`src/rtl/dref_pkg.sv`:
```
package dref_pkg;

  typedef enum logic [2:0] {
    SQ_IDLE = 3'd0,
    SQ_ROW  = 3'd1,
    SQ_COL  = 3'd2,
    SQ_ACK  = 3'd3,
    SQ_REF  = 3'd4
  } seq_state_e;

  function automatic int unsigned max3(input int unsigned a,
                                       input int unsigned b,
                                       input int unsigned c);
    int unsigned m;
    m = (a > b) ? a : b;
    return (m > c) ? m : c;
  endfunction

  function automatic int unsigned bits_for(input int unsigned n);
    return (n > 1) ? $clog2(n) : 1;
  endfunction

endpackage

```
`src/rtl/dref_timer.sv`:
```
module dref_timer #(
  parameter int unsigned INTERVAL = 1953
) (
  input  logic clk,
  input  logic rst_n,
  input  logic grant_i,
  output logic pend_o
);
  import dref_pkg::*;

  localparam int unsigned CW = bits_for(INTERVAL);
  localparam logic [CW-1:0] LAST = CW'(INTERVAL - 1);

  logic [CW-1:0] cnt_q;
  logic          tick;

  assign tick = (cnt_q == LAST);

  always_ff @(posedge clk or negedge rst_n) begin
    if (!rst_n) begin
      cnt_q  <= '0;
      pend_o <= 1'b0;
    end else begin
      cnt_q <= tick ? '0 : cnt_q + 1'b1;
      if (tick)
        pend_o <= 1'b1;
      else if (grant_i)
        pend_o <= 1'b0;
    end
  end

  // a latched request survives until it is granted
  p_pend_hold_r9: assert property (@(posedge clk) disable iff (!rst_n)
    (pend_o && !grant_i) |=> pend_o);

endmodule

```
`src/rtl/dref_row_counter.sv`:
```
module dref_row_counter #(
  parameter int unsigned CNT_W = 7
) (
  input  logic             clk,
  input  logic             rst_n,
  input  logic             step_i,
  output logic [CNT_W-1:0] row_o
);

  function automatic logic [CNT_W-1:0] next_row(input logic [CNT_W-1:0] r);
    return r + 1'b1;
  endfunction

  always_ff @(posedge clk or negedge rst_n) begin
    if (!rst_n)
      row_o <= '0;
    else if (step_i)
      row_o <= next_row(row_o);
  end

  // the row moves only when a refresh cycle completes
  p_row_hold_r6: assert property (@(posedge clk) disable iff (!rst_n)
    !step_i |=> $stable(row_o));

endmodule

```
`src/rtl/dref_arbiter.sv`:
```
module dref_arbiter (
  input  logic idle_i,
  input  logic ref_pend_i,
  input  logic acc_req_i,
  output logic grant_ref_o,
  output logic grant_acc_o
);

  assign grant_ref_o = idle_i && ref_pend_i;
  assign grant_acc_o = idle_i && acc_req_i && !ref_pend_i;

endmodule

```
`src/rtl/dref_sequencer.sv`:
```
module dref_sequencer #(
  parameter int unsigned ROW_W   = 8,
  parameter int unsigned SEL_W   = 2,
  parameter int unsigned ROW_CYC = 2,
  parameter int unsigned COL_CYC = 2,
  parameter int unsigned REF_CYC = 3,
  localparam int unsigned CNT_W  = ROW_W - 1,
  localparam int unsigned ADDR_W = 2 * ROW_W + SEL_W,
  localparam int unsigned NUM_CS = 1 << SEL_W
) (
  input  logic              clk,
  input  logic              rst_n,
  input  logic              grant_ref_i,
  input  logic              grant_acc_i,
  input  logic [ADDR_W-1:0] acc_addr_i,
  input  logic [CNT_W-1:0]  row_cnt_i,
  output logic              idle_o,
  output logic              ref_done_o,
  output logic              acc_ack_o,
  output logic [ROW_W-1:0]  mem_addr_o,
  output logic              ras_n_o,
  output logic              cas_n_o,
  output logic [NUM_CS-1:0] cs_n_o,
  output logic              refresh_o
);
  import dref_pkg::*;

  localparam int unsigned PW = bits_for(max3(ROW_CYC, COL_CYC, REF_CYC));

  seq_state_e        state_q, state_d;
  logic [PW-1:0]     phase_q;
  logic [ADDR_W-1:0] addr_q;
  logic              phase_last;
  logic              acc_phase;

  function automatic logic [ROW_W-1:0] col_of(input logic [ADDR_W-1:0] a);
    return a[ROW_W-1:0];
  endfunction

  function automatic logic [ROW_W-1:0] row_of(input logic [ADDR_W-1:0] a);
    return a[2*ROW_W-1:ROW_W];
  endfunction

  function automatic logic [SEL_W-1:0] sel_of(input logic [ADDR_W-1:0] a);
    return a[ADDR_W-1:2*ROW_W];
  endfunction

  function automatic logic [PW-1:0] last_phase(input seq_state_e s);
    case (s)
      SQ_ROW:  return PW'(ROW_CYC - 1);
      SQ_COL:  return PW'(COL_CYC - 1);
      SQ_REF:  return PW'(REF_CYC - 1);
      default: return '0;
    endcase
  endfunction

  assign phase_last = (phase_q == last_phase(state_q));

  always_comb begin
    state_d = state_q;
    case (state_q)
      SQ_IDLE: begin
        if (grant_ref_i)      state_d = SQ_REF;
        else if (grant_acc_i) state_d = SQ_ROW;
      end
      SQ_ROW:  if (phase_last) state_d = SQ_COL;
      SQ_COL:  if (phase_last) state_d = SQ_ACK;
      SQ_ACK:  state_d = SQ_IDLE;
      SQ_REF:  if (phase_last) state_d = SQ_IDLE;
      default: state_d = SQ_IDLE;
    endcase
  end

  always_ff @(posedge clk or negedge rst_n) begin
    if (!rst_n) begin
      state_q <= SQ_IDLE;
      phase_q <= '0;
      addr_q  <= '0;
    end else begin
      state_q <= state_d;
      if (state_d != state_q)
        phase_q <= '0;
      else
        phase_q <= phase_q + 1'b1;
      if (state_q == SQ_IDLE && grant_acc_i)
        addr_q <= acc_addr_i;
    end
  end

  assign idle_o     = (state_q == SQ_IDLE);
  assign refresh_o  = (state_q == SQ_REF);
  assign ref_done_o = refresh_o && phase_last;
  assign acc_phase  = (state_q == SQ_ROW) || (state_q == SQ_COL);
  assign acc_ack_o  = (state_q == SQ_ACK);
  assign ras_n_o    = !(acc_phase || refresh_o);
  assign cas_n_o    = !(state_q == SQ_COL);

  always_comb begin
    case (state_q)
      SQ_ROW:  mem_addr_o = row_of(addr_q);
      SQ_COL:  mem_addr_o = col_of(addr_q);
      SQ_REF:  mem_addr_o = {1'b0, row_cnt_i};
      default: mem_addr_o = '0;
    endcase
  end

  for (genvar g = 0; g < NUM_CS; g++) begin : g_cs
    assign cs_n_o[g] = !(acc_phase && !refresh_o && (sel_of(addr_q) == SEL_W'(g)));
  end

  // refresh is RAS-only
  p_ref_no_cas_r4: assert property (@(posedge clk) disable iff (!rst_n)
    refresh_o |-> cas_n_o);
  p_ref_ras_r4: assert property (@(posedge clk) disable iff (!rst_n)
    refresh_o |-> !ras_n_o);
  // no chip selected during refresh
  p_ref_cs_off_r5: assert property (@(posedge clk) disable iff (!rst_n)
    refresh_o |-> (&cs_n_o));
  // acknowledge is a single pulse with strobes released
  p_ack_pulse_r7: assert property (@(posedge clk) disable iff (!rst_n)
    acc_ack_o |-> (ras_n_o && cas_n_o) ##1 !acc_ack_o);
  // an access in progress is never followed directly by refresh
  p_no_preempt_r9: assert property (@(posedge clk) disable iff (!rst_n)
    (!ras_n_o && !refresh_o) |=> !refresh_o);

endmodule

```
`src/rtl/dram_refresh_ctrl.sv`:
```
module dram_refresh_ctrl #(
  parameter int unsigned ROW_W        = 8,
  parameter int unsigned SEL_W        = 2,
  parameter int unsigned REF_INTERVAL = 1953,  // 128 rows per 2 ms at 125 MHz
  parameter int unsigned ROW_CYC      = 2,
  parameter int unsigned COL_CYC      = 2,
  parameter int unsigned REF_CYC      = 3,
  localparam int unsigned CNT_W       = ROW_W - 1,
  localparam int unsigned ADDR_W      = 2 * ROW_W + SEL_W,
  localparam int unsigned NUM_CS      = 1 << SEL_W
) (
  input  logic              clk,
  input  logic              rst_n,
  input  logic              acc_req_i,
  input  logic [ADDR_W-1:0] acc_addr_i,
  output logic              acc_ack_o,
  output logic [ROW_W-1:0]  mem_addr_o,
  output logic              ras_n_o,
  output logic              cas_n_o,
  output logic [NUM_CS-1:0] cs_n_o,
  output logic              refresh_o
);

  logic             ref_pend;
  logic             seq_idle;
  logic             grant_ref;
  logic             grant_acc;
  logic             ref_done;
  logic [CNT_W-1:0] row_cnt;

  dref_timer #(.INTERVAL(REF_INTERVAL)) u_timer (
    .clk     (clk),
    .rst_n   (rst_n),
    .grant_i (grant_ref),
    .pend_o  (ref_pend)
  );

  dref_row_counter #(.CNT_W(CNT_W)) u_rowcnt (
    .clk    (clk),
    .rst_n  (rst_n),
    .step_i (ref_done),
    .row_o  (row_cnt)
  );

  dref_arbiter u_arb (
    .idle_i      (seq_idle),
    .ref_pend_i  (ref_pend),
    .acc_req_i   (acc_req_i),
    .grant_ref_o (grant_ref),
    .grant_acc_o (grant_acc)
  );

  dref_sequencer #(
    .ROW_W   (ROW_W),
    .SEL_W   (SEL_W),
    .ROW_CYC (ROW_CYC),
    .COL_CYC (COL_CYC),
    .REF_CYC (REF_CYC)
  ) u_seq (
    .clk         (clk),
    .rst_n       (rst_n),
    .grant_ref_i (grant_ref),
    .grant_acc_i (grant_acc),
    .acc_addr_i  (acc_addr_i),
    .row_cnt_i   (row_cnt),
    .idle_o      (seq_idle),
    .ref_done_o  (ref_done),
    .acc_ack_o   (acc_ack_o),
    .mem_addr_o  (mem_addr_o),
    .ras_n_o     (ras_n_o),
    .cas_n_o     (cas_n_o),
    .cs_n_o      (cs_n_o),
    .refresh_o   (refresh_o)
  );

  // a tie in the idle state goes to refresh
  p_tie_ref_r3: assert property (@(posedge clk) disable iff (!rst_n)
    (seq_idle && ref_pend && acc_req_i) |=> refresh_o);

endmodule

```
`config.mk`:
```
export PLATFORM = sky130hd
export DESIGN_NAME = dram_refresh_ctrl
export DESIGN_NICKNAME = d
export VERILOG_FILES = /design/src/rtl/dref_pkg.sv /design/src/rtl/dref_timer.sv /design/src/rtl/dref_row_counter.sv /design/src/rtl/dref_arbiter.sv /design/src/rtl/dref_sequencer.sv /design/src/rtl/dram_refresh_ctrl.sv
export SDC_FILE = /design/constraint.sdc
export NUM_CORES = 1
export LEC_CHECK = 0
export ABC_AREA = 1
export CAP_MARGIN = 5
export CORE_UTILIZATION = 28
export DETAILED_ROUTE_END_ITERATION = 8
export DONT_BUFFER_PORTS = 1
export PLACE_DENSITY_LB_ADDON = 0.1
export SYNTH_ARGS = -nofsm -noshare
export SYNTH_HDL_FRONTEND = slang
export SYNTH_SLANG_ARGS = --single-unit
```
`constraint.sdc`:
```
create_clock -name clk -period 1.9 [get_ports clk]
set_input_delay 0 -clock clk [delete_from_list [all_inputs] [get_ports clk]]
set_output_delay 0 -clock clk [all_outputs]
set_load 0.01 [all_outputs]
```
# Word level (Yosys, flattened, before mapping)
# Cells that the tools add are included.
# Widths: inputs -> output; s select.
[totals] word_cells=55 in_bits=21 reg_bits=42 output_inout_bits=16
[op_classes] muxes=12 n_addsub=3 n_reduce_logical=24 n_eq_ne=10
[ops] op="$pmux 8 s3" n=1
[ops] op="$mux 3" n=5
[ops] op="$pmux 3 s4" n=1
[ops] op="$add 11x1->11 const B" n=1
[ops] op="$eq 11x11->1 const B" n=1
[ops] op="$mux 11" n=1
[ops] op="$logic_and 1x1->1" n=10
[ops] op="$logic_not 1->1" n=8
[ops] op="$add 7x1->7 const B" n=1
[ops] op="$eq 3x2->1 const B" n=2
[ops] op="$eq 2x2->1 const B" n=2
[ops] op="$pmux 2 s2" n=1
[ops] op="$eq 3x1->1 const B" n=1
[ops] op="$eq 3x3->1 const B" n=1
[ops] op="$logic_not 3->1" n=1
[ops] op="$ne 3x3->1" n=1
[ops] op="$add 2x1->2 const B" n=1
[ops] op="$eq 2x1->1 const B" n=1
[ops] op="$eq 2x2->1" n=1
[ops] op="$logic_not 2->1" n=1
[ops] op="$logic_or 1x1->1" n=2
[ops] op="$mux 1" n=2
[ops] op="$mux 2" n=1
[ops] op="$reduce_bool 2->1" n=1
[ops] op="$reduce_or 2->1" n=1

# Logic depth before layout (Yosys ltp)
# Gate-level depths: netlist of the first run.
[logic_depth] depth_word=8 mapped_depth=10 ltp_nobuf=10

# Modules after synthesis
# Synthesis of the first run repeated with hierarchy kept, for this count alone.
[hier_totals] cells_unflattened=238 hier_area_um2=2237.1
[modules_own_cells] mod="dref_sequencer" cells_per_inst=121 n_inst=1 seq_area_each_um2=575.6 area_per_inst_um2=1241.2
[modules_own_cells] mod="dref_timer" cells_per_inst=80 n_inst=1 seq_area_each_um2=300.3 area_per_inst_um2=644.4
[modules_own_cells] mod="dref_row_counter" cells_per_inst=33 n_inst=1 seq_area_each_um2=175.2 area_per_inst_um2=334.1
[modules_own_cells] mod="dref_arbiter" cells_per_inst=4 n_inst=1 seq_area_each_um2=0.0 area_per_inst_um2=17.5

# Worst setup path after synthesis of the first run
# Ideal clock, no wire load.
[synth_timing] kind="register to register" startpoint="reg u_seq.state_q[1]" endpoint="reg u_rowcnt.row_o[3]" required_ns=1.776 path_stages_with_launch=8 slack_ns=0.407 setup_time_ns=0.124 path_buffers=0 arrival_ns=1.370 period_less_slack_ns=1.493 path_cell_list="dfrtp_1 inv_2 nand3_2 inv_2 nand2_4 a21oi_4 nand4_1 xor2_1"
[synth_via] word_cells_on_any_way=7 classes_between="eq/ne: 4; mux: 1; reduce/logical: 2"
[synth_rtl] element="from (decl)" line="dref_sequencer.sv:30" source="seq_state_e state_q, state_d;"
[synth_rtl] element="from (signal assigned)" line="dref_sequencer.sv:80" source="state_q <= state_d;"
[synth_rtl] element="$eq 3x3->1 *" line="dref_sequencer.sv:91" source="assign refresh_o = (state_q == SQ_REF);"
[synth_rtl] element="net refresh_o" line="dram_refresh_ctrl.sv:21" source="output logic refresh_o"
[synth_rtl] element="$pmux 2 s2" line="dref_sequencer.sv:49" source="case (s)"
[synth_rtl] element="$eq 2x2->1" line="dref_sequencer.sv:57" source="assign phase_last = (phase_q == last_phase(state_q));"
[synth_rtl] element="$logic_and 1x1->1 *" line="dref_sequencer.sv:92" source="assign ref_done_o = refresh_o && phase_last;"
[synth_rtl] element="to (signal assigned)" line="dref_row_counter.sv:18" source="row_o <= next_row(row_o);"
[synth_rtl] element="to (decl)" line="dref_row_counter.sv:7" source="output logic [CNT_W-1:0] row_o"
# The timed path passes the listed nets; every way through them passes the cells marked *.
# A chain may end at the register's enable or synchronous reset.

# Worst setup path in the final report of the first run
[layout_timing] startpoint="reg u_seq.state_q[2]" endpoint="reg u_rowcnt.row_o[3]"
[layout_via] elab_chain_cells=5 word_cells_on_any_way=7 classes_between="eq/ne: 4; mux: 1; reduce/logical: 2"
[layout_rtl] element="$eq 3x2->1 or $eq 3x1->1 (tied branches)" line="dref_sequencer.sv:49"
[layout_rtl] element="$reduce_or 2->1 (no source line)"
[layout_rtl] element="$pmux 2 s2" line="dref_sequencer.sv:49"
[layout_rtl] element="$eq 2x2->1" line="dref_sequencer.sv:57"
[layout_rtl] element="$logic_and 1x1->1 *" line="dref_sequencer.sv:92"
# Mark *: on every way between the ends. The rest lies on a longest branch, timed or not.

==> results of run 1 <==
where the power goes:
group,total [uW],internal [uW],switching [uW]
sequential,1280,1120,155
combinational,1030,422,603
clock,587,259,328
final cells by class:
| type | instances | area share (%) |
|---|---|---|
| clock inverters | 3 | 0.8350 |
| multi-input cells | 142 | 35.36 |
| well taps | 99 | 4.862 |
| flip-flops and latches | 42 | 41.26 |
| repair buffers | 26 | 10.41 |
| inverters | 31 | 4.568 |
| clock buffers | 5 | 2.701 |
kinds of logic after synthesis:
group	Yosys count	synth area share, %
adders and majority gates	3	1.806
DFF	42	50.57
AOI/OAI and AO/OA	22	7.225
buffers and inverters	33	6.081
and+or+nand+nor	91	21.43
muxes	16	8.669
xor gates and xnor gates	10	4.215
routing by layer:
layer	part of all wire [%]	global-route usage [%]	vias up
met2	45	17.90	26
met4	0.36	3.959	0
met1	50	17.39	724
met3	4.3	3.676	3
met5	0	0	-
li1	-	-	777
flip-flops by register name (all words and copies together), names as in the netlist:
register	count
u_timer.pend_o	1
u_rowcnt.row_o	7
u_timer.cnt_q	11
u_seq.phase_q	2
u_seq.state_q	3
u_seq.addr_q	18
through the flow:
step                      area (um2)  cells  power (uW)  hold slack, ps  setup WS (ps)
after floorplan                 2078    217        2063          -295.6          406.5
after global placement          2230    319        2271          -294.1          283.9
after detailed placement        2230    319        2275          -293.7          290.9
after CTS                       2547    348        2940           232.8          258.9
after global routing            2547    348        3093           243.5          88.93
final                           2547    348        2890           217.7          313.4
worst max-delay path: cells and delay by family (launching register included):
family / cells / cell delay, ps
AOI/OAI and AO/OA: 1 / 210
xor gates and xnor gates: 1 / 160
buffers and inverters: 1 / 130
DFF: 1 / 450
and+or+nand+nor: 4 / 520
cells in the final DEF (no fill, tap or decap), types with 3 or more instances in the layout:
| cell type | synthesis | routed |
|---|---|---|
| nor3_1 | 7 | 7 |
| mux2_2 | 16 | 16 |
| o21ai_0 | 5 | 5 |
| nand2_1 | 39 | 39 |
| nand3_2 | 3 | 3 |
| clkbuf_8 | 0 | 5 |
| inv_2 | 4 | 4 |
| nor2_1 | 19 | 19 |
| a21oi_1 | 6 | 6 |
| xnor2_1 | 3 | 3 |
| o211ai_1 | 7 | 7 |
| ha_1 | 3 | 3 |
| dfrtp_1 | 42 | 42 |
| buf_4 | 0 | 5 |
| dlygate4sd3_1 | 0 | 20 |
| nand3_1 | 12 | 12 |
| xor2_1 | 7 | 7 |
| inv_1 | 25 | 25 |
synth_stat cells (3+ instances only):
master,count
a21oi_1,6
dfrtp_1,42
ha_1,3
inv_1,25
inv_2,4
mux2_2,16
nand2_1,39
nand3_1,12
nand3_2,3
nor2_1,19
nor3_1,7
o211ai_1,7
o21ai_0,5
xnor2_1,3
xor2_1,7
what timing repair did:
action                                  4_1_cts  5_1_grt
endpoints found under the setup margin        0        0
hold buffers                                 21        0
endpoints found under the hold margin        61        0
how the worst max path moves through the flow:
stage	cells past startpoint	end	from	slack (ps)
6_report	7	u_rowcnt.row_o[3]	u_seq.state_q[2]	310
3_3_place_gp	8	u_seq.phase_q[1]	u_seq.state_q[2]	280
3_5_place_dp	7	u_rowcnt.row_o[3]	u_seq.state_q[2]	290
4_1_cts	4	mem_addr_o[7]	u_seq.state_q[2]	260
5_1_grt	9	u_timer.cnt_q[10]	u_timer.cnt_q[0]	90
2_1_floorplan	7	u_rowcnt.row_o[3]	u_seq.state_q[1]	410
==> metrics, run 1 <==
GPL Wtd Cong=0.7761; worst min path class=in2async; synth warn=0; Area Overhead vs Synth=22.58%; Post-synth EDFFs=0; post-synth top area cell=dfrtp_1; Tmin final=1587 ps; worst reg2reg path startpoint=u_seq.state_q[2]; antenna viol nets, final=0; final slew viol count=0; Avg Cell Area, Syn=9.577 um2; GRT Residual Overflow=0; largest net degree at the start of global routing=43; Slew @ Worst Pin=377.6 ps; first-pass GRT wire length=between 7000 and 8000 um; final wirelength=4469 um; dpl hpwl=3206 um; crit path kind=reg2reg; Seq/Total Area, Yosys=between 50% and 60%; top cells by area, synth=dfrtp_1 51%, mux2_2 8.7%, nand2_1 7.0%; fin crit share=83.50%; crit path DAT=1760 ps; Main synth FF type=dfrtp_1; post-synth top area share=50.57%; layout cells sized above 1=18.47%; DRC Markers=0; vias in the first global route=1,428; CP max stage delay=450 ps; initial DRC count=45; Finished Core Util=35.31%; max cap viols=0; area occupied by multi-input gates=900.9 um2; clock slew at reported path FFs=80 ps; Post-CTS Setup Bufs=0; Fin. Hold Viols=0; Mapped Cells=217; Pwr Density=1135 nW/um2; Max Buffers Root-to-Sink=2; H-tree depth=2; r2r setup slk=~310 ps; critical-path cell list=inv_2 -> nand3_4 -> nand2_2 -> nand2_2 -> a21oi_4 -> nand4_1 -> xor2_1; fmax=630.3 MHz; synth unique cells=27; Critical Path Start Type=flip-flop; TritonCTS clock tree=yes; Die X=88.15 um; fillers=790; RSZ-0062 raised after global routing=false; clock skew=~14 ps; reg2reg path depth=7; endpoint type of the worst setup path=flip-flop; mapped cell area=2078 um2; antenna cells=0; area taken by flip-flops and latches=1051 um2; Root Driver=clkbuf_8; Top cell by count, worst path=nand2_2; final net count=272; Final Setup Violations=0; Synth Register Bits=42; Synth async-reset ratio=100.0%; Max FO, Critical Path=6; status=finished, final reports clean; Mapped Nets=between 200 and 250; area of the die=roughly 7800 um2; Port Buffers=0; leak pwr=between 0.001 and 0.0015 uW; VDD IR max=0.4865 mV; routed vias/inst=4.397; final setup TNS=0 ps; Worst-Skew Late Latency=~300 ps; Core Area=7214 um2; Reg-to-Reg End=u_rowcnt.row_o[3]; first-pass detailed-route iteration total=4; antenna violations before repair=0; relative slew slack=roughly 75%; Routed WL per cell=12.84 um; vias=1,530; site row count=31; initial core utilization=28.81%; critical path required time=2070 ps; clock sink count=42; total track usage=12.28%; io pins=37; die span in y=about 90 um; # resized after CTS=0; CP max stage cell=dfrtp_1; Inserted Clock Buffers=5
No activity file was read; power rests on OpenSTA's default activity.
==> inputs of run 2 (changes only) <==
==> constraint.sdc (replaced) <==
create_clock -name clk -period 1.5 [get_ports clk]
set_input_delay 0 -clock clk [delete_from_list [all_inputs] [get_ports clk]]
set_output_delay 0 -clock clk [all_outputs]
set_load 0.01 [all_outputs]
==> run 2 against run 1 <==
The flow now finishes with violations (negative setup slack). Combinational power is 79% higher. Utilization is 5.3 points higher. Final cell count is 6.3% higher. Critical endpoint is now mem_addr_o[2]. Largest cell class unchanged. Largest power group is now combinational cells.
==> metrics, run 2 (synthesized netlist as in run 1, its figures left out) <==
status=finished with violations; failing checks=negative setup slack; antenna viol nets, final=0 (unchanged); Switch Pwr=1535 uW (+41%); area of the die=7770 um2 (unchanged); placed cell area=2377 um2 (+6.6%); DRC Markers=0 (unchanged); CP max stage delay=400 ps (-50 ps); crit path kind=reg2out; Tmin final=1511 ps; Sw Ratio=35.20% (-2.4 points); CP max stage cell=dfrtp_1; Pwr Density=1490 nW/um2 (+31%); fillers=744 (-5.8%); VDD IR max=0.6784 mV (+39%); site row count=31 (unchanged); Fin. Hold Viols=0 (unchanged); TritonCTS clock tree=yes; antenna cells=0 (unchanged); total track usage=12.97% (+0.69 points); Slew @ Worst Pin=363.9 ps (-13.64 ps); Final Setup Violations=3 (+3); Most flops, register=u_seq.addr_q; antenna violations before repair=0 (unchanged); vias in the first global route=1,640 (+15%); Logic pwr share=42.2% (+6.7 points); Top cell by count, worst path=buf_6; RSZ-0062 raised after global routing=true; dpl hpwl=3206 um (about the same); vias=1,639 (+7.1%); Clk network pwr share=20.1% (-0.2 points); final setup margin=-10.93 ps (-324.4 ps); max cap viols=0 (unchanged); Max FO, Critical Path=8 (+2); Routed WL per cell=12.52 um (-2.5%); Pwr Total=4362 uW (+51%); crit path DAT=1510 ps (-250 ps); endpoint type of the worst setup path=primary output; initial DRC count=61 (+36%); largest net degree at the start of global routing=43 (unchanged); final net count=294 (+8.1%); first-pass detailed-route iteration total=4 (unchanged); routed vias/inst=4.430 (+0.75%); die span in y=88.15 um (unchanged); Inserted Clock Buffers=5 (unchanged); fmax=661.8 MHz; relative slew slack=75.52% (+0.88 points); Die X=88.15 um (unchanged); Layout Cells excl Fill=370 (+6.3%); critical path required time=1500 ps (-570 ps); max FFs per register=18 (unchanged); GRT Residual Overflow=0 (unchanged); Critical Path Start Type=flip-flop; GPL Wtd Cong=0.7671 (-1.2%); Seq pwr share=37.7% (-6.5 points); Bufs and invs on worst path=5 (+4); worst min path class=in2reg; Placed Cells=337 (+5.6%); Port Buffers=0 (unchanged); final wirelength=4632 um (+3.6%); io pins=37 (unchanged); Area Overhead vs Synth=40.82%; layout cells sized above 1=31.73% (+13 points); clock sink count=42 (unchanged); area taken by flip-flops and latches=1051 um2 (unchanged); Finished Core Util=40.57% (+5.3 points); initial core utilization=28.81% (unchanged); Hold WS=157.7 ps (-59.98 ps); Max Buffers Root-to-Sink=2 (unchanged); first-pass GRT wire length=7555 um (+4.9%); H-tree depth=2 (unchanged); clock skew=10.74 ps (-3.711 ps); leak pwr=0.001348 uW (+18%); Root Driver=clkbuf_8; Core Area=7214 um2 (unchanged); Worst-Skew Late Latency=290 ps (about the same); Crit path max-delay family=buffers and inverters; commonest cells after routing, fill and taps aside=42 x dfrtp_1, 29 x nand2_1, 25 x inv_1; clock slew at reported path FFs=80 ps (about the same); area occupied by multi-input gates=1035 um2 (+15%); P_int=2826 uW (+57%); fin crit share=100.7%; post-route cell area=2927 um2 (+15%); most common cell after layout, fill and taps aside=dfrtp_1; critical-path cell list=buf_6 -> inv_6 -> nand3_4 -> buf_6 -> clkinv_4 -> buf_12 -> nand2_4 -> o211ai_1; final slew viol count=0 (unchanged); Largest regs=u_seq.addr_q: 18 flops, u_timer.cnt_q: 11 flops, u_rowcnt.row_o: 7 flops
run 2: cell types whose count changed in the layout (fill, tap and decap cells not counted), moves of 3 or more:
cell     previous run  this run
buf_4               5        19
nand3_4             1         4
nor2_1             19        16
nand2_4             2         7
nand2_1            39        29
buf_6               0         7
nand2_2             2         7
run 2: worst paths after layout:
| kind | startpoint | to | slack, ps | depth (start not counted) |
|---|---|---|---|---|
| max in group asynchronous | rst_n | u_timer.cnt_q[10] | 1090 | 2 |
| min in group asynchronous | rst_n | u_timer.cnt_q[8] | 200 | 2 |
| max reg2reg | u_seq.state_q[1] | u_rowcnt.row_o[3] | 10 | 8 |
| min | acc_req_i | u_seq.addr_q[16] | 160 | 3 |
| max | u_seq.state_q[0] | mem_addr_o[2] | -10 | 8 |
| min reg2reg | u_seq.addr_q[12] | u_seq.addr_q[12] | 510 | 1 |
run 2: timing repair:
| item | CTS | global route |
|---|---|---|
| gates resized for setup | 17 | 31 |
| hold buffers | 20 | 0 |
| hold endpoints to repair | 60 | 0 |
| buffers inserted | 4 | 1 |
| pin swaps | 5 | 12 |
| endpoints found under the setup margin | 12 | 36 |
run 2: through the flow:
step                      setup slack (ps)  TNS [ps]
after floorplan                      6.524         0
after global placement              -14.14    -18.74
after detailed placement             3.315         0
after CTS                           -8.577    -42.98
after global routing                -114.1     -1695
final                               -10.93    -28.52
run 2: area by class of cell:
class / instances / share of cell area [%]
well taps: 99 / 4.233
repair buffers: 48 / 16.37
clock inverters: 1 / 1.026
multi-input cells: 142 / 35.36
clock buffers: 7 / 2.608
inverters: 31 / 4.489
flip-flops and latches: 42 / 35.91
run 2: routing by layer:
metal  routed length, um  up-vias  part of all wire, %  global-route usage [%]
met1                2189      789                   47                   17.06
met2                2211       27                   48                   20.51
met3                 157        7                  3.4                   3.393
met5                   0        -                    0                       0
li1                    -      816                    -                       -
met4                  74        0                  1.6                   4.839
run 2: worst reg2reg max path, cell delays in order (launching register included):
cell and delay (ps):
dfrtp_1 400, buf_6 140, inv_6 70, nand3_4 80
nand2_2 90, nand2_2 70, a21oi_4 220, nand4_1 140
xor2_1 160
run 2: power by group through the flow:
stage	combinational, uW	sequential, uW	clock (uW)
2_1_floorplan	1030	1590	0
3_3_place_gp	1490	1610	0
3_5_place_dp	1500	1610	0
4_1_cts	1760	1600	923
5_1_grt	2050	1690	961
6_report	1840	1640	878
==> inputs of run 3 (changes only) <==
--- a/config.mk
+++ b/config.mk
@@ -5,7 +5,6 @@
 export SDC_FILE = /design/constraint.sdc
 export NUM_CORES = 1
 export LEC_CHECK = 0
-export ABC_AREA = 1
 export CAP_MARGIN = 5
 export CORE_UTILIZATION = 28
 export DETAILED_ROUTE_END_ITERATION = 8
==> run 3 against run 2 <==
The run still ends with negative setup slack left. Hold slack got worse by 95 ps. Maximum frequency fell by 15%. Count of clock-buffer cells in the layout fell by 1. Global-route usage rose by 0.49 points. Power rose by 6.0%. Critical endpoint is now u_timer.cnt_q[1]. Largest power group unchanged.
==> metrics, run 3 <==
P_int=2984 uW (+5.6%); max FFs per register=18 (unchanged); critical path required time=1680 ps (+180 ps); clock sink count=42 (unchanged); Root Driver=clkbuf_8; H-tree depth=2 (unchanged); Inserted Clock Buffers=5 (unchanged); initial DRC count=79 (+30%); final setup margin=-273.5 ps (-262.6 ps); VDD IR max=0.7501 mV (+11%); GRT Residual Overflow=0 (unchanged); synth warn=0 (unchanged); post-route cell area=3044 um2 (+4.0%); Max Buffers Root-to-Sink=2 (unchanged); critical-path cell list=inv_1 -> ha_1 -> or4b_4 -> nor4b_4 -> buf_4 -> and2b_1; CP Launch Point=u_timer.cnt_q[0]; most common cell after layout, fill and taps aside=dfrtp_1; failing checks=negative setup slack; antenna viol nets, final=0 (unchanged); Core Area=7214 um2 (unchanged); Tmin final=1774 ps (+262.6 ps); Synth async-reset ratio=100.0% (unchanged); Hold WS=62.97 ps (-94.74 ps); antenna violations before repair=0 (unchanged); area taken by flip-flops and latches=1052 um2 (+0.12%); endpoint type of the worst setup path=flip-flop; Clk network pwr share=15.5% (-4.6 points); crit path DAT=1960 ps (+450 ps); Fin. Hold Viols=0 (unchanged); Seq pwr share=36.0% (-1.7 points); fillers=712 (-4.3%); vias in the first global route=1,725 (+5.2%); CP max stage cell=or4b_4; TritonCTS clock tree=yes; vias=1,729 (+5.5%); worst reg2reg path startpoint=u_timer.cnt_q[0]; Seq/Total Area, Yosys=50.69% (+0.12 points); layout cells sized above 1=40.93% (+9.2 points); Mapped Nets=219 (-9.1%); commonest cells after routing, fill and taps aside=41 x dfrtp_1, 33 x buf_4, 20 x dlygate4sd3_1; Pwr Total=4624 uW (+6.0%); first-pass detailed-route iteration total=4 (unchanged); fmax=563.9 MHz (-15%); Slew @ Worst Pin=366.6 ps (+2.731 ps); clock slew at reported path FFs=80 ps (about the same); GPL Wtd Cong=0.7611 (-0.78%); RSZ-0062 raised after global routing=true; worst min path class=in2reg; antenna cells=0 (unchanged); Hold Startpoint=acc_req_i; die span in y=88.05 um (-0.11%); Sw Ratio=35.46% (+0.26 points); most common library cells after synthesis=42 x dfrtp_1, 19 x mux2_2, 19 x nor2_1; Max FO, Critical Path=4 (-4); Worst-Skew Late Latency=300 ps (about the same); Main synth FF type=dfrtp_1; area occupied by multi-input gates=1135 um2 (+9.7%); dpl hpwl=3242 um (+1.1%); fin crit share=118.2% (+18 points); largest net degree at the start of global routing=43 (unchanged); final wirelength=4998 um (+7.9%); Die X=88.05 um (-0.11%); synth unique cells=38 (+41%); post-synth top area cell=dfrtp_1; Routed WL per cell=13.96 um (+12%); routed vias/inst=4.830 (+9.0%); leak pwr=0.001327 uW (-1.6%); Mapped Cells=195 (-10%); most frequent cell after synthesis=dfrtp_1; top cells by area, synth=dfrtp_1 51%, mux2_2 10%, xnor2_1 5.1%; DRC Markers=0 (unchanged); initial core utilization=28.74% (-0.069 points); relative slew slack=75.37% (-0.15 points); final setup TNS=-1970 ps (-1941 ps); post-synth top area share=50.69% (+0.12 points); Crit path max-delay family=simple AND/OR/NAND/NOR gates; Avg Cell Area, Syn=10.63 um2 (+11%); io pins=37 (unchanged); final net count=282 (-4.1%); Finished Core Util=42.20% (+1.6 points); Logic pwr share=48.4% (+6.2 points); placed cell area=2385 um2 (+0.32%); first-pass GRT wire length=8100 um (+7.2%); Area Overhead vs Synth=46.83%; Switch Pwr=1640 uW (+6.8%); Port Buffers=0 (unchanged); clock skew=11.99 ps (+1.257 ps); Synth Register Bits=42 (unchanged); area of the die=7753 um2 (-0.23%); crit path kind=reg2reg; mapped cell area=2073 um2 (-0.24%); Final Setup Violations=9 (+6); final slew viol count=0 (unchanged); Largest regs=u_seq.addr_q: 18 flops, u_timer.cnt_q: 11 flops, u_rowcnt.row_o: 7 flops; Pwr Density=1519 nW/um2 (+1.9%); status=finished with violations; total track usage=13.46% (+0.49 points); CP max stage delay=480 ps (+80 ps); max cap viols=0 (unchanged); site row count=31 (unchanged); Post-synth EDFFs=0 (unchanged); Bufs and invs on worst path=2 (-3); Most flops, register=u_seq.addr_q; Critical Path Start Type=flip-flop
run 3: cell types whose count changed after synthesis, sizes merged, moves of 7 or more:
cell	before	now
a22oi	0	7
inv	29	8
nand2	43	14
nand3	16	9
o211ai	7	0
o21ai	5	12
xnor2	3	12
run 3: repair_timing:
item,4_1_cts,5_1_grt
setup endpoints to repair,21,25
endpoints found under the hold margin,61,0
setup buffers,10,5
pin swaps,13,13
cloned,0,1
hold buffers,21,0
gates resized for setup,35,26
run 3: final cells by class:
type / instances / area share [%]
Clock inverter: 2 / 0.4521
Tap cell: 99 / 4.069
Multi-Input combinational cell: 139 / 37.28
Clock buffer: 6 / 2.384
Timing Repair Buffer: 62 / 20.02
Sequential cell: 42 / 34.57
Inverter: 8 / 1.233
run 3: stage by stage:
step,worst slack (ps),instances
global placement,-248.4,314
CTS,-270.8,353
finish,-273.5,358
global route,-346.2,358
detailed placement,-269.7,314
floorplan,-266.0,195
run 3: worst register-to-register path, cell delays in order, from the launching register on:
cell,delay (ps)
dfrtp_1,380
inv_1,60
ha_1,130
or4b_4,480
nor4b_4,250
buf_4,190
and2b_1,170
run 3: metal layers:
layer	up-vias	part of all wire [%]	global-route usage (%)
met5	-	0	0
met4	0	0.86	4.106
met3	6	3.5	3.110
met2	33	48	22.27
met1	871	47	17.53
li1	819	-	-
run 3: power groups by stage:
stage	Sequential [uW]	Combinational, uW	Clock (uW)
floorplan	1590	1020	0
detailed placement	1620	1580	0
finish	1670	2240	719
global route	1700	2430	808
global placement	1600	1550	0
CTS	1620	1900	764
run 3: final timing paths:
kind                                      to  slack, ps  cells past startpoint
setup / recovery            u_timer.cnt_q[1]       -270                      6
hold / removal              u_seq.phase_q[0]         60                      3
setup reg to reg            u_timer.cnt_q[1]       -270                      6
hold reg to reg            u_rowcnt.row_o[6]        480                      1
max in group asynchronous   u_timer.cnt_q[9]       1090                      2
min in group asynchronous   u_seq.addr_q[16]        200                      2
run 3: cells by family after synthesis:
logic type,after synthesis,share of synthesized area [%]
xor+xnor,14,5.914
compound gates,37,11.71
flops,42,50.69
buf+inv,14,2.655
fa+ha+maj,3,1.811
mux,19,10.32
simple gates,66,16.90
